==> src/rtl/elem_loop_seq.sv <==
module elem_loop_seq #(
  parameter int RW     = 5,
  parameter int MAXVL  = 8,
  parameter int OPW    = 8,
  parameter int CR_VEC = 6,
  parameter int CR_SCL = 0
) (
  input  logic                          clk,
  input  logic                          rst_n,
  input  logic                          in_valid,
  input  logic [OPW-1:0]                in_op,
  input  logic [RW-1:0]                 in_rd,
  input  logic [RW-1:0]                 in_ra,
  input  logic [RW-1:0]                 in_rb,
  input  logic                          in_vec_en,
  input  logic [$clog2(MAXVL+1)-1:0]    in_vl,
  input  logic                          cout_valid,
  input  logic                          cout_vec,
  input  logic [$clog2(MAXVL)-1:0]      cout_elem,
  input  logic                          cout_bit,
  input  logic                          spr_we,
  input  logic [MAXVL-1:0]              spr_wdata,
  output logic                          busy,
  output logic                          uop_valid,
  output logic [OPW-1:0]                uop_op,
  output logic [RW-1:0]                 uop_rd,
  output logic [RW-1:0]                 uop_ra,
  output logic [RW-1:0]                 uop_rb,
  output logic [$clog2(MAXVL)-1:0]      uop_elem,
  output logic                          uop_last,
  output logic                          uop_carry_in,
  output logic [2:0]                    uop_cr_field,
  output logic                          illegal,
  output logic [MAXVL-1:0]              spr_rdata
);
  localparam int EW   = $clog2(MAXVL);
  localparam int LW   = $clog2(MAXVL+1);
  localparam int NREG = 1 << RW;

  logic           busy_q, vec_q, illegal_q, ca_q;
  logic [OPW-1:0] op_q;
  logic [RW-1:0]  rd_q, ra_q, rb_q;
  logic [EW-1:0]  cnt_q, end_q;
  logic [MAXVL-1:0] lanes_q;

  logic          take, vec_req, too_long, wraps, bad;
  logic [LW-1:0] span;

  assign take     = in_valid && !busy_q;
  assign vec_req  = in_vec_en && (in_vl > LW'(1));
  assign span     = vec_req ? in_vl - LW'(1) : '0;
  assign too_long = in_vec_en && (in_vl > LW'(MAXVL));

  always_comb begin
    wraps = 1'b0;
    if (({1'b0, in_rd} + (RW+1)'(span)) > (RW+1)'(NREG-1)) wraps = 1'b1;
    if (({1'b0, in_ra} + (RW+1)'(span)) > (RW+1)'(NREG-1)) wraps = 1'b1;
    if (({1'b0, in_rb} + (RW+1)'(span)) > (RW+1)'(NREG-1)) wraps = 1'b1;
  end

  assign bad = too_long || wraps;

  always_ff @(posedge clk) begin
    if (!rst_n) begin
      busy_q    <= 1'b0;
      vec_q     <= 1'b0;
      illegal_q <= 1'b0;
      op_q      <= '0;
      rd_q      <= '0;
      ra_q      <= '0;
      rb_q      <= '0;
      cnt_q     <= '0;
      end_q     <= '0;
    end else begin
      illegal_q <= take && bad;
      if (take && !bad) begin
        busy_q <= 1'b1;
        vec_q  <= vec_req;
        op_q   <= in_op;
        rd_q   <= in_rd;
        ra_q   <= in_ra;
        rb_q   <= in_rb;
        cnt_q  <= '0;
        end_q  <= span[EW-1:0];
      end else if (busy_q) begin
        if (cnt_q == end_q) busy_q <= 1'b0;
        else                cnt_q  <= cnt_q + EW'(1);
      end
    end
  end

  always_ff @(posedge clk) begin
    if (!rst_n) begin
      lanes_q <= '0;
      ca_q    <= 1'b0;
    end else begin
      if (spr_we)
        lanes_q <= spr_wdata;
      else if (cout_valid && cout_vec)
        lanes_q[cout_elem] <= cout_bit;
      if (cout_valid && !cout_vec)
        ca_q <= cout_bit;
    end
  end

  assign busy         = busy_q;
  assign uop_valid    = busy_q;
  assign uop_op       = op_q;
  assign uop_rd       = rd_q + RW'(cnt_q);
  assign uop_ra       = ra_q + RW'(cnt_q);
  assign uop_rb       = rb_q + RW'(cnt_q);
  assign uop_elem     = cnt_q;
  assign uop_last     = busy_q && (cnt_q == end_q);
  assign uop_carry_in = vec_q ? lanes_q[cnt_q] : ca_q;
  assign uop_cr_field = vec_q ? 3'(CR_VEC) : 3'(CR_SCL);
  assign illegal      = illegal_q;
  assign spr_rdata    = lanes_q;
endmodule

==> config.mk <==
export PLATFORM = sky130hd
export DESIGN_NAME = elem_loop_seq
export DESIGN_NICKNAME = d
export VERILOG_FILES = /design/src/rtl/elem_loop_seq.sv
export SDC_FILE = /design/constraint.sdc
export NUM_CORES = 1
export LEC_CHECK = 0
export ABC_CLOCK_PERIOD_IN_PS = 3880
export BUFFER_PORTS_ARGS = -buffer_cell sky130_fd_sc_hd__buf_2
export CAP_MARGIN = 20
export CORE_MARGIN = 2
export CORE_UTILIZATION = 51
export CTS_CLUSTER_DIAMETER = 80
export DETAILED_ROUTE_END_ITERATION = 10
export PLACE_DENSITY = 0.87
export SYNTH_ARGS = -nofsm -noshare
export SYNTH_HDL_FRONTEND = slang
export SYNTH_SLANG_ARGS = --single-unit
==> constraint.sdc <==
create_clock -name clk -period 3.88 [get_ports clk]
set_input_delay 0.194 -clock clk [delete_from_list [all_inputs] [get_ports clk]]
set_output_delay 0.194 -clock clk [all_outputs]
set_load 0.05 [all_outputs]
==> impl_metrics.csv <==
group,metric,value,unit
setup_path,start_kind,"input pin",
setup_path,path_buf_inv,3,
drt,routed_wl,5770,um
setup_path,cp.required,4100,ps
clock_network,cts-hold-fix-buffers,0,
drt,drc,0,
yosys,synth_area,2640,um^2
floorplanning,ios,88,
timing,setup_viol,0,
floorplanning,die_area,5760,um^2
grt,grt_max_degree,66,
drt,via_per_inst,5.05,
yosys,ys_seq_area_share,31.1,%
floorplanning,rows,26,
yosys,synth-async-reset-ratio,0,%
power_and_ir_drop,powerDensity,366,nW/um^2
clock_network,cts_resized,0,
hold_path,min_path_type,"in -> reg",
setup_path,slowest_delay,680,ps
setup_path,crit_cells,13,
yosys,yosys.area.top_type,"dfxtp_1",
finish,drive_gt1_share,26.3,%
clock_network,numCtsBuffers,5,
placed_design,pre_cts_slack,431,ps
grt,grt_overflow,0,
clock_network,cts_tree,"built",
power_and_ir_drop,peakVddDrop,0.267,mV
clock_network,cts_setup_buffers,0,
setup_path,regToRegStartpoint,"busy",
power_and_ir_drop,p_total,1.16,mW
placed_design,numPortBuffers,86,
finish,area_growth,20.4,%
hold_path,worstHoldPathCells,3,
status,status,"finished clean",
timing,slew_viol_final,0,
grt,grt_pass1_wl,9350,um
finish,final_cell_mix,"buf_2 (86), nand2_1 (62), dfxtp_1 (41)",
grt,grt_pass1_vias,2172,
drt,antenna_left,0,
clock_network,cts-root-buf,"clkbuf_8",
timing,fin_skew,5.09,ps
timing,finalHoldViolations,0,
setup_path,rrSetupSlack,1860,ps
finish,final_common_cell,"buf_2",
yosys,synthesis.nets,372,
timing,fin_ws,734,ps
setup_path,cp_max_fo,27,
power_and_ir_drop,p_leak,1.50,nW
setup_path,cp_slowest_cell,"or4_1",
timing,worst_pin_slew,983,ps
floorplanning,fp.dieH,75.9,um
finish,final_area,3170,um^2
clock_network,clock-sinks,41,
drt,wl_per_cell,12.8,um
flow_run,cap_violations,0,
floorplanning,coreArea,5040,um^2
yosys,post_synth.cell_area_avg,8.75,um^2
hold_path,min_to,"uop_op[0]",
placed_design,gp_congestion,0.885,
setup_path,rr_endpoint,"ra_q[3]",
yosys,yosys_warnings,0,
yosys,syn_inst,301,
placed_design,hpwlAfterDp,4470,um
timing,period_needed,3150,ps
finish,diodes,0,
grt,grt_usage,21.2,%
timing,setup_tns,0,ps
yosys,ys_ff_latch,41,
setup_path,worst-endpoint-arrival,3370,ps
placed_design,placed_area,3050,um^2
timing,min_period_over_period,81.1,%
clock_network,h-tree-depth,2,
finish,final_nets,450,
finish,nFillCells,430,
yosys,synthDominantCellAreaShare,31.1,%
timing,fmax,0.318,GHz
timing,rsz0062_at_grt,"no",
clock_network,clk_latency,290,ps
yosys,synthFlopType,"dfxtp_1",
clock_network,clockBufferDepth,2,
finish,postLayoutCoreUtil,62.9,%
setup_path,critical_path_class,"in -> reg",
drt,dr.first_iter.drc_count,46,
yosys,synth_edf_count,0,
floorplanning,die_x,75.9,um
setup_path,cp_top_family,"simple AND/OR/NAND/NOR gates",
clock_network,clkTransAtPathRegs,80,ps
yosys,ys_types,40,
timing,max_slew_margin,34.5,%
drt,vias,2274,
grt,antenna_found_initial,0,
hold_path,hold_path_startpoint,"in_op[0]",
setup_path,crit_chain,"buf_2, inv_1, ha_1, nor2_1, o31ai_1, buf_4, nor2_1, ha_1, and3_1, o2bb2ai_1, or4_1, nor2_8, mux2i_1",
setup_path,crit_path_end_kind,"flip-flop",
drt,drt-pass1-iter-count,4,
setup_path,ff2ff_path_depth,5,
floorplanning,initial_core_util,52.3,%
yosys,synthTopCellsByArea,"dfxtp_1 (31%), mux2i_1 (13%), ha_1 (10%)",
tightest hold or removal path, stage by stage:
cell     delay [ps]
buf_2            90
nand2_1          40
mux2i_1          50
kinds of logic after synthesis:
| group | after synthesis | share of synthesized area (%) |
|---|---|---|
| compound gates | 34 | 8.78 |
| xor+xnor | 16 | 5.32 |
| fa+ha+maj | 25 | 12.7 |
| buf+inv | 29 | 5.98 |
| flops | 41 | 31.1 |
| mux | 37 | 15.0 |
| other cells | 1 | 0.142 |
| simple gates | 118 | 20.9 |
synthesized netlist by cell type, types with 2 or more instances:
master / instances
or2_1: 2
and2_1: 9
a21o_1: 3
nor4_1: 2
fa_1: 3
and3_1: 2
o21ai_0: 13
xnor2_1: 16
a21boi_1: 2
dfxtp_1: 41
nor3b_1: 3
nand2_1: 62
clkbuf_1: 9
mux2i_1: 35
mux4_2: 2
nor3_1: 4
nor2_1: 15
inv_1: 13
buf_12: 2
ha_1: 22
nand2b_1: 2
nor2b_1: 6
nand3_1: 8
a21oi_1: 6
buf_4: 4
state kept, by name, indices dropped and copies added (netlist names):
name	flops
busy	1
illegal	1
spr_rdata	8
rd_q	5
vec_q	1
ca_q	1
uop_op	8
end_q	3
uop_elem	3
rb_q	5
ra_q	5
report_power, final:
group          switching [mW]  internal (mW)  total, mW
registers              0.0204          0.450      0.471
logic                   0.225          0.106      0.330
clock network           0.150          0.209      0.359
total                   0.395          0.765       1.16
per-layer routing:
layer  part of all wire [%]  global-route usage, %
met5                      0                      0
met4                    1.2                   6.04
met3                    5.5                   4.76
met2                     49                   37.1
met1                     45                   26.0
stage by stage:
stage,hold slack [ps],cells
finish,139,450
global route,153,450
CTS,135,450
detailed placement,444,442
global placement,439,442
floorplan,336,301
worst max-delay path by stage:
stage / to / startpoint
5_1_grt: ra_q[3] / in_vl[0]
3_3_place_gp: ra_q[0] / in_vl[0]
3_5_place_dp: uop_op[3] / in_vl[0]
6_report: ra_q[3] / in_vl[0]
2_1_floorplan: end_q[0] / in_vl[1]
4_1_cts: ra_q[1] / in_vl[0]
area by class of cell:
| type | instances | area (um^2) | share of cell area (%) |
|---|---|---|---|
| multi-input cells | 231 | 1660 | 52.2 |
| clock inverters | 2 | 37.5 | 1.18 |
| inverters | 13 | 48.8 | 1.54 |
| repair buffers | 87 | 438 | 13.8 |
| clock buffers | 6 | 82.6 | 2.60 |
| flip-flops and latches | 41 | 821 | 25.9 |
| well taps | 70 | 87.6 | 2.76 |
No activity file was read; power rests on OpenSTA's default activity.
